==> src/rtl/stdp_pkg.sv <==
package stdp_pkg;

  typedef enum logic {S_IDLE, S_BUSY} walk_st_e;

  // step = (alpha * e^(-k * ln(65536/decay))) in Q16, built by repeated multiply
  function automatic int unsigned exp_step(int unsigned alpha, int unsigned decay,
                                           int unsigned k, int unsigned n);
    longint unsigned e;
    longint unsigned r;
    e = 64'd65536;
    for (int unsigned i = 0; i < n; i++) begin
      if (i < k) e = (e * longint'(decay)) >> 16;
    end
    r = (longint'(alpha) * e) >> 16;
    return int'(r);
  endfunction

endpackage

==> src/rtl/stdp_stamp_bank.sv <==
module stdp_stamp_bank #(
  parameter int N_IN = 16,
  parameter int TS_W = 16
) (
  input  logic            clk_i,
  input  logic            rst_ni,
  input  logic            tick_i,
  input  logic [N_IN-1:0] spike_i,
  output logic [TS_W-1:0] now_o,
  output logic [TS_W-1:0] stamp_o [N_IN],
  output logic [N_IN-1:0] valid_o
);

  logic [TS_W-1:0] now_q;

  always_ff @(posedge clk_i or negedge rst_ni) begin
    if (!rst_ni) now_q <= '0;
    else if (tick_i) now_q <= now_q + 1'b1;
  end

  for (genvar g = 0; g < N_IN; g++) begin : g_chan
    always_ff @(posedge clk_i or negedge rst_ni) begin
      if (!rst_ni) begin
        stamp_o[g] <= '0;
        valid_o[g] <= 1'b0;
      end else if (spike_i[g]) begin
        stamp_o[g] <= now_q;
        valid_o[g] <= 1'b1;
      end
    end
  end

  assign now_o = now_q;


  spike_marks_valid_chk: assert property (@(posedge clk_i) disable iff (!rst_ni)
    (|spike_i) |=> (|valid_o));

  valid_never_clears_chk: assert property (@(posedge clk_i) disable iff (!rst_ni)
    ((valid_o & $past(valid_o)) == $past(valid_o)));

endmodule

==> src/rtl/stdp_evt_fifo.sv <==
module stdp_evt_fifo #(
  parameter int DEPTH = 4,
  parameter int DW    = 18
) (
  input  logic          clk_i,
  input  logic          rst_ni,
  input  logic          push_i,
  input  logic [DW-1:0] data_i,
  input  logic          pop_i,
  output logic [DW-1:0] data_o,
  output logic          empty_o,
  output logic          ovf_o
);

  localparam int PW = (DEPTH > 1) ? $clog2(DEPTH) : 1;
  localparam int CW = $clog2(DEPTH + 1);

  logic [DW-1:0] mem_q [DEPTH];
  logic [PW-1:0] wr_q, rd_q;
  logic [CW-1:0] cnt_q;
  logic          full, accept;

  function automatic logic [PW-1:0] ptr_nxt(logic [PW-1:0] p);
    return (p == PW'(DEPTH - 1)) ? '0 : p + 1'b1;
  endfunction

  assign full    = (cnt_q == CW'(DEPTH));
  assign accept  = push_i && (!full || pop_i);
  assign empty_o = (cnt_q == '0);
  assign data_o  = mem_q[rd_q];

  always_ff @(posedge clk_i) begin
    if (accept) mem_q[wr_q] <= data_i;
  end

  always_ff @(posedge clk_i or negedge rst_ni) begin
    if (!rst_ni) begin
      wr_q  <= '0;
      rd_q  <= '0;
      cnt_q <= '0;
      ovf_o <= 1'b0;
    end else begin
      if (accept) wr_q <= ptr_nxt(wr_q);
      if (pop_i)  rd_q <= ptr_nxt(rd_q);
      cnt_q <= cnt_q + CW'(accept) - CW'(pop_i);
      if (push_i && !accept) ovf_o <= 1'b1;
    end
  end


  push_fills_chk: assert property (@(posedge clk_i) disable iff (!rst_ni)
    (accept && !pop_i) |=> !empty_o);

  depth_bound_chk: assert property (@(posedge clk_i) disable iff (!rst_ni)
    cnt_q <= CW'(DEPTH));

endmodule

==> src/rtl/stdp_step_unit.sv <==
module stdp_step_unit #(
  parameter int W_W     = 16,
  parameter int LUT_AW  = 6,
  parameter int W_MIN   = 7,
  parameter int W_MAX   = 65535,
  parameter int ALPHA_P = 655,
  parameter int ALPHA_D = 328,
  parameter int DECAY   = 62534,
  parameter bit EXP_LAW = 1'b1
) (
  input  logic [W_W-1:0] w_i,
  input  logic           pot_i,
  output logic [W_W-1:0] w_o
);
  import stdp_pkg::*;

  localparam int LUT_N = 1 << LUT_AW;
  localparam logic [W_W-1:0] WMIN_V = W_W'(W_MIN);
  localparam logic [W_W-1:0] WMAX_V = W_W'(W_MAX);

  logic [W_W-1:0] step_p, step_d, w_p, w_d;
  logic [W_W:0]   sum_p, floor_d;

  if (EXP_LAW) begin : g_exp
    logic [W_W-1:0] tbl_p [LUT_N];
    logic [W_W-1:0] tbl_d [LUT_N];
    logic [W_W-1:0] dist_p, dist_d;
    for (genvar g = 0; g < LUT_N; g++) begin : g_lut
      assign tbl_p[g] = W_W'(exp_step(ALPHA_P, DECAY, g, LUT_N));
      assign tbl_d[g] = W_W'(exp_step(ALPHA_D, DECAY, g, LUT_N));
    end
    // index by top bits of the distance to the bound being approached
    assign dist_p = w_i - WMIN_V;
    assign dist_d = WMAX_V - w_i;
    assign step_p = tbl_p[dist_p[W_W-1 -: LUT_AW]];
    assign step_d = tbl_d[dist_d[W_W-1 -: LUT_AW]];
  end else begin : g_flat
    assign step_p = W_W'(ALPHA_P);
    assign step_d = W_W'(ALPHA_D);
  end

  assign sum_p   = {1'b0, w_i} + {1'b0, step_p};
  assign floor_d = {1'b0, WMIN_V} + {1'b0, step_d};
  assign w_p     = (sum_p > {1'b0, WMAX_V}) ? WMAX_V : sum_p[W_W-1:0];
  assign w_d     = ({1'b0, w_i} < floor_d) ? WMIN_V : (w_i - step_d);
  assign w_o     = pot_i ? w_p : w_d;

endmodule

==> src/rtl/stdp_update_engine.sv <==
module stdp_update_engine #(
  parameter int N_IN       = 16,
  parameter int N_OUT      = 4,
  parameter int W_W        = 16,
  parameter int TS_W       = 16,
  parameter int FIFO_DEPTH = 4,
  parameter int LUT_AW     = 6,
  parameter int W_MIN      = 7,
  parameter int W_MAX      = 65535,
  parameter int W_INIT     = 32768,
  parameter int ALPHA_P    = 655,
  parameter int ALPHA_D    = 328,
  parameter int DECAY      = 62534,
  localparam int OI_W      = $clog2(N_OUT),
  localparam int II_W      = $clog2(N_IN)
) (
  input  logic            clk_i,
  input  logic            rst_ni,
  input  logic            tick_i,
  input  logic [N_IN-1:0] in_spike_i,
  input  logic            out_fire_i,
  input  logic [OI_W-1:0] out_sel_i,
  input  logic [TS_W-1:0] window_i,
  input  logic [OI_W-1:0] rd_out_i,
  input  logic [II_W-1:0] rd_in_i,
  output logic [W_W-1:0]  rd_data_o,
  output logic            busy_o,
  output logic            ovf_o
);
  import stdp_pkg::*;

  localparam int EV_W = OI_W + TS_W;

  logic [TS_W-1:0] now;
  logic [TS_W-1:0] stamp [N_IN];
  logic [N_IN-1:0] stamp_vld;
  logic [EV_W-1:0] ev_head;
  logic            ev_empty, ev_pop;

  walk_st_e        st_q;
  logic [OI_W-1:0] cur_o_q;
  logic [TS_W-1:0] cur_t_q;
  logic [II_W-1:0] col_q;
  logic [W_W-1:0]  wgt_q [N_OUT][N_IN];
  logic [W_W-1:0]  cur_w, new_w;
  logic [TS_W-1:0] age;
  logic            in_win, last_col;

  stdp_stamp_bank #(.N_IN(N_IN), .TS_W(TS_W)) u_stamps (
    .clk_i(clk_i), .rst_ni(rst_ni), .tick_i(tick_i), .spike_i(in_spike_i),
    .now_o(now), .stamp_o(stamp), .valid_o(stamp_vld)
  );

  stdp_evt_fifo #(.DEPTH(FIFO_DEPTH), .DW(EV_W)) u_evq (
    .clk_i(clk_i), .rst_ni(rst_ni), .push_i(out_fire_i), .data_i({out_sel_i, now}),
    .pop_i(ev_pop), .data_o(ev_head), .empty_o(ev_empty), .ovf_o(ovf_o)
  );

  stdp_step_unit #(
    .W_W(W_W), .LUT_AW(LUT_AW), .W_MIN(W_MIN), .W_MAX(W_MAX),
    .ALPHA_P(ALPHA_P), .ALPHA_D(ALPHA_D), .DECAY(DECAY), .EXP_LAW(1'b1)
  ) u_step (
    .w_i(cur_w), .pot_i(in_win), .w_o(new_w)
  );

  assign ev_pop   = (st_q == S_IDLE) && !ev_empty;
  assign last_col = (col_q == II_W'(N_IN - 1));
  assign cur_w    = wgt_q[cur_o_q][col_q];
  // age is modular; a stamp newer than the firing wraps to a large age
  assign age      = cur_t_q - stamp[col_q];
  assign in_win   = stamp_vld[col_q] && (age < window_i);

  always_ff @(posedge clk_i or negedge rst_ni) begin
    if (!rst_ni) begin
      st_q    <= S_IDLE;
      cur_o_q <= '0;
      cur_t_q <= '0;
      col_q   <= '0;
    end else begin
      unique case (st_q)
        S_IDLE: if (ev_pop) begin
          st_q             <= S_BUSY;
          col_q            <= '0;
          {cur_o_q, cur_t_q} <= ev_head;
        end
        S_BUSY: begin
          col_q <= col_q + 1'b1;
          if (last_col) st_q <= S_IDLE;
        end
        default: st_q <= S_IDLE;
      endcase
    end
  end

  always_ff @(posedge clk_i or negedge rst_ni) begin
    if (!rst_ni) begin
      for (int o = 0; o < N_OUT; o++)
        for (int i = 0; i < N_IN; i++)
          wgt_q[o][i] <= W_W'(W_INIT);
    end else if (st_q == S_BUSY) begin
      wgt_q[cur_o_q][col_q] <= new_w;
    end
  end

  assign busy_o    = (st_q == S_BUSY);
  assign rd_data_o = wgt_q[rd_out_i][rd_in_i];


  busy_needs_event_chk: assert property (@(posedge clk_i) disable iff (!rst_ni)
    $rose(busy_o) |-> $past(!ev_empty));

  ovf_sticky_chk: assert property (@(posedge clk_i) disable iff (!rst_ni)
    ovf_o |=> ovf_o);

  floor_hold_chk: assert property (@(posedge clk_i) disable iff (!rst_ni)
    busy_o |-> (new_w >= W_W'(W_MIN)));

  pot_rises_chk: assert property (@(posedge clk_i) disable iff (!rst_ni)
    (busy_o && in_win) |-> (new_w >= cur_w));

  dep_falls_chk: assert property (@(posedge clk_i) disable iff (!rst_ni)
    (busy_o && !in_win) |-> (new_w <= cur_w));

endmodule

==> config.mk <==
export PLATFORM = sky130hd
export DESIGN_NAME = stdp_update_engine
export DESIGN_NICKNAME = d
export VERILOG_FILES = /design/src/rtl/stdp_pkg.sv /design/src/rtl/stdp_stamp_bank.sv /design/src/rtl/stdp_evt_fifo.sv /design/src/rtl/stdp_step_unit.sv /design/src/rtl/stdp_update_engine.sv
export SDC_FILE = /design/constraint.sdc
export NUM_CORES = 2
export LEC_CHECK = 0
export BUFFER_PORTS_ARGS = -buffer_cell sky130_fd_sc_hd__buf_4
export CORE_AREA = 3 3 550 552
export DETAILED_ROUTE_END_ITERATION = 16
export DIE_AREA = 0 0 553 555
export GPL_ROUTABILITY_DRIVEN = 1
export GPL_TIMING_DRIVEN = 0
export PLACE_DENSITY = 0.39
export SYNTH_ARGS = -nofsm -noshare
export SYNTH_HDL_FRONTEND = slang
export SYNTH_SLANG_ARGS = --single-unit
==> constraint.sdc <==
create_clock -name clk_i -period 20 [get_ports clk_i]
set_input_delay 6 -clock clk_i [delete_from_list [all_inputs] [get_ports clk_i]]
set_output_delay 6 -clock clk_i [all_outputs]
set_load 0.02 [all_outputs]
---- Yosys cells after proc, flatten, opt, wreduce, memory -nomap -nowiden ----
Memory sizes are Yosys's and may differ from the RTL's. A register that Yosys moved wholly into a read port is not among the register bits.
Cells that the tools add are included.
storage, ports and cells
  bits in read-only memories .............. 2048
  register bits after elaboration ......... 1325
  bits of input ports ..................... 44
  output and inout port bits .............. 18
  memories ................................ 3
  bits in latches ......................... 0
  memory bits (writable) .................. 72
  word-level logic and storage cells ...... 193
memories
  name              words  bits a word  read ports  clocked after memory_dff  wr ports  line                  RTL
  (name not given)  64     16           1           0                         0         stdp_step_unit.sv:36  assign step_d = tbl_d[dist_d[W_W-1 -: LUT_AW]];
  (name not given)  64     16           1           0                         0         stdp_step_unit.sv:35  assign step_p = tbl_p[dist_p[W_W-1 -: LUT_AW]];
  u_evq.mem_q       4      18           1           1                         1         stdp_evt_fifo.sv:18   logic [DW-1:0] mem_q [DEPTH];
cells by class
  bitwise logic cells ..................... 7
  shift operators ......................... 0
  divide/modulo/power cells ............... 0
  multiplexer cells ....................... 38
  $mul .................................... 0
  $lt $le $gt $ge ......................... 12
  equal/unequal tests ..................... 5
  reduce and logical (&&, ||, !) cells .... 13
  add/sub/neg operators ................... 12
operator list
  kind                    number
  $mux 256                5
  $bmux 256 s2            2
  $bwmux 1024             1
  $demux 256 s2           1
  $mux 16                 14
  $bmux 16 s4             3
  $demux 16 s4            1
  $sub 16x16->16          2
  $add 16x16->17          1
  $add 3x16->17 const A   1
  $gt 17x16->1 const B    1
  $lt 16x17->1            1
  $add 16x1->16 const B   1
  $lt 16x16->1            1
  $sub 16x16->16 const A  1
  $sub 16x3->16 const B   1
  $ge 7x7->1 const B      2
  $not 6->7               2
  $ge 5x5->1 const B      2
  $not 4->5               2
  $pmux 4 s2              1
  $ge 3x3->1 const B      2
  $logic_and 1x1->1       6
  $not 2->3               2
  other kinds (21)        31

---- Depth between registers and ports, before layout ----
  depth after elaboration ................. 17
  mapped depth ............................ 39
  gate-level depth less buffers ........... 31

---- Hierarchy ----
Synthesis repeated with hierarchy kept, for this count alone.
second synthesis, totals
  cells, all modules ...................... 5312
  area, all modules ....................... 76427.0 µm²
modules (own cells, without submodules)
  module              times used  area each (µm²)  sequential area each (µm²)  cells an instance
  stdp_update_engine  1           58869.0          26280.2                     3970
  stdp_stamp_bank     1           10826.6          7206.9                      665
  stdp_step_unit      1           3643.5           0.0                         545
  stdp_evt_fifo       1           3088.0           2362.3                      132

---- Least setup slack after synthesis ----
Ideal clock, no wire load.
  kind .................................... input to output
  start point ............................. input rd_out_i[0]
  end point ............................... output rd_data_o[0]
  cell stages on the path ................. 6
  path buffers ............................ 3
  required time ........................... 14000 ps
  setup slack ............................. 5313 ps
  arrival time ............................ 8687 ps
  cell sequence ........................... clkbuf_1 -> buf_1 -> buf_1 -> mux4_2 -> mux4_2 -> mux4_2
between the ends
  cells in the longest elaborated chain, start to end .. 7
RTL lines
  what                                         line                       RTL
  start: declaration                           stdp_update_engine.sv:24   input logic [OI_W-1:0] rd_out_i,
  $not 2->3 (implied by the code)              stdp_update_engine.sv:106  assign rd_data_o = wgt_q[rd_out_i][rd_in_i];
  $bmux 256 s2                                 stdp_update_engine.sv:106
  $mux 256 (implied by the code) (2 in a row)  stdp_update_engine.sv:106
  $bmux 16 s4                                  stdp_update_engine.sv:106
  $mux 16 (implied by the code) (2 in a row)   stdp_update_engine.sv:106
  end: declaration                             stdp_update_engine.sv:26   output logic [W_W-1:0] rd_data_o,
No other way between the ends. The select of a mux whose other input is x is not followed.

---- Final worst setup path ----
  start point ............................. input rd_out_i[0]
  end point ............................... output rd_data_o[2]
Same word-level chain as after synthesis.

==> results.yml <==
min_path:
  hold_class: "flip-flop to flip-flop"
sta:
  period_share: 0.8172
  setup_viol: 0
  skew_ns: 0.09473
  finalCriticalPeriod_ns: 16.34
  tightest_slew_ns: 1.696
  rsz0062_at_grt: "false"
  fmax_mhz: 61.19
  finalHoldViolations: 0
  drv_slew: 290
  maxSlewHeadroom: -0.1305
placed_design:
  numPortBuffers: 38
  dp.cells: 10280
  hpwlAfterDp_mm: 294.6
  placedInstanceArea_mm2: 0.08058
  place.gp.congestion: 1.027
floorplanning:
  coreArea_mm2: 0.2973
  dieArea_mm2: 0.3069
  fp.dieH_um: 555
  start_util: 0.2504
  ios: 62
  die_w_um: 553
  rows: 200
final_layout:
  fin_nets: 6669
  final_cell_area_mm2: 0.08648
  drive_above_1_share: 0.2490
  final_cells: 10650
  areaGrowthSynthToFinish_pct: 16.15
logic_synthesis:
  yosys.cell_types.count: 95
  syn_area_mm2: 0.07445
  syn_avg_cell_area_um2: 11.87
  synth_top_area_cell: "dfrtp_1"
  ys.flop_type: "dfrtp_1"
  syn_inst: 6270
  synth-seq-cells: 1415
  synth-edff-count: 72
  synth-async-reset-ratio: 0.9491
  yosys_warnings: 0
  synth_area_leaders: "dfrtp_1 43%, mux4_2 20%, o21ai_0 7.0%, mux2_2 5.6%, nand2_1 5.4%"
  syn_nets: 6412
  synth_top_area_frac: 0.4299
  seq_area_frac_synth: 0.4815
cts:
  cts-buffers-inserted: 179
  clkSinkCount: 1415
  post_cts_buffers: 0
  cts_tree: "built"
  insertion_delay_ns: 0.91
  clockBufferDepth: 4
  post_cts_resized: 0
  root_buffer: "clkbuf_16"
  ctsHoldBuffers: 0
  path_clk_slew_ns: 0.06
  cts_max_level: 4
setup_path:
  crit_family: "buffers and inverters"
  required_ns: 14.00
  crit_type: "input pin to output port"
  slowest_delay_ns: 0.97
  start_kind: "input pin"
  cp_cell_sequence: "clkbuf_1, clkbuf_1, buf_1, mux4_2, mux4_2, mux4_2, buf_4"
  cp.arrival_ns: 10.34
  critPathMostFrequentCell: "mux4_2"
  endpoint_kind: "output port"
  critPathBufInv: 4
  rrSetupSlack_ns: 4.73
  slowest_stage: "clkbuf_1"
  cp_max_fo: 10
status:
  violations: "max-capacitance violations, max-slew violations"
  outcome: "finished, violations left"
drt:
  wire_per_inst_um: 39.05
  drc: 0
  first_pass_iters: 6
  antenna_left: 0
  num_vias: 61260
  vias_per_cell: 5.754
  wirelength_mm: 415.7
  drtIter0Drc: 9313
job:
  maxCapViolations: 28
global_routing:
  grt_max_degree: 157
  antenna_found_initial: 53
  grt-ovfl-total: 0
  grt_pass1_vias: 58180
  track_usage: 0.2646
  grt_pass1_wl_mm: 550.9
final cells by class:
class                      instances  area [um^2]
antenna                           40        100.1
buffer                           612         2671
clock buffer                     283         5270
clock inverter                    38        471.7
fill                           30680       210800
inverter                          90        339.1
multi-input combinational       4153        35810
sequential                      1415        35850
tap                             3939         4928
timing repair buffer              76         1040
synthesized netlist by cell type, types with 64 or more instances:
cell,number
o21ai_0,1035
buf_1,64
ha_1,94
nand3_1,104
mux4_2,653
nor2_1,141
nand2_1,1074
edfxtp_1,72
a21oi_1,67
dfrtp_1,1279
dfstp_2,64
clkbuf_1,466
inv_1,80
mux2_2,369
mux2i_1,130
registers in the layout, indices dropped and copies added, names as in the netlist:
register and flops:
cur_o_q 2, col_q 4, u_stamps.stamp_o 256, u_evq.cnt_q 3, wgt_q 1024, u_evq.ovf_o 1
u_evq.rd_q 2, u_evq.mem_q 72, u_evq.wr_q 2, cur_t_q 16, u_stamps.now_o 16, busy_o 1
u_stamps.valid_o 16
layout by cell type, fill, tap and decap left out, types with 19 or more instances in the layout:
cell type  synthesis  layout
a21oi_1           67      60
a22oi_1           38      38
buf_1             64      42
buf_2             42      64
buf_4             23      62
clkbuf_1         466     456
clkbuf_16          0     179
clkbuf_2           2      76
clkbuf_8           0      40
clkinv_2           1      20
dfrtp_1         1279    1279
dfstp_2           64      64
diode_2            0      40
edfxtp_1          72      72
ha_1              94      94
inv_1             80      80
mux2_2           369     369
mux2i_1          130     130
mux4_2           653     653
nand2_1         1074    1074
nand3_1          104     104
nor2_1           141     140
nor3_1            27      27
o21ai_0         1035    1034
o22ai_1           33      31
or2_2             19      19
xnor2_1           38      38
path summary, 6_finish.rpt:
check                                                start                           endpoint  depth (start not counted)
min reg2reg                u_stamps.valid_o[3]$_DFFE_PN0P_    u_stamps.valid_o[3]$_DFFE_PN0P_                          1
min in group asynchronous                           rst_ni  u_stamps.stamp_o[114]$_DFFE_PN0P_                          1
max reg2reg                           col_q[1]$_DFFE_PN0P_             wgt_q[714]$_DFFE_PN0P_                         36
min                        u_stamps.valid_o[3]$_DFFE_PN0P_    u_stamps.valid_o[3]$_DFFE_PN0P_                          1
max in group asynchronous                           rst_ni             wgt_q[955]$_DFFE_PN0P_                          4
max                                            rd_out_i[0]                       rd_data_o[2]                          7
per-stage QoR:
step                utilization  setup WS (ns)  hold WS, ns  setup TNS, ns
finish                   0.2909          3.656       0.4625              0
global route             0.2906          3.653       0.4747              0
CTS                      0.2904          3.696       0.4668              0
detailed placement       0.2711          3.701       0.4527              0
global placement         0.2680         -5.300       0.4501       -5980.94
floorplan                     -          5.313       0.4337              0
layer usage:
layer	share of wire	wire length (um)	vias to the layer above	global-route usage
li1	-	-	23550	-
met3	0.13	52010	874	0.09789
met1	0.41	170300	32740	0.3606
met2	0.39	163900	4066	0.3545
met5	0.00064	265	-	0
met4	0.070	29240	22	0.1565
cells by family (layout without fill, tap and decap cells):
kind of cell | Yosys count | after routing | share of synthesized area
and+or+nand+nor | 1479 | 1479 | 0.08270
other | 1 | 41 | 0.00005037
AOI/OAI and AO/OA | 1371 | 1371 | 0.1028
adders and majority gates | 98 | 98 | 0.01687
xor gates and xnor gates | 52 | 52 | 0.006420
muxes | 1152 | 1152 | 0.2708
buffers and inverters | 702 | 1099 | 0.03882
DFF | 1415 | 1415 | 0.4815
Power is left out: the tool's default activity adds up to more than one toggle a clock period on the data nets, which glitch-free logic cannot reach.
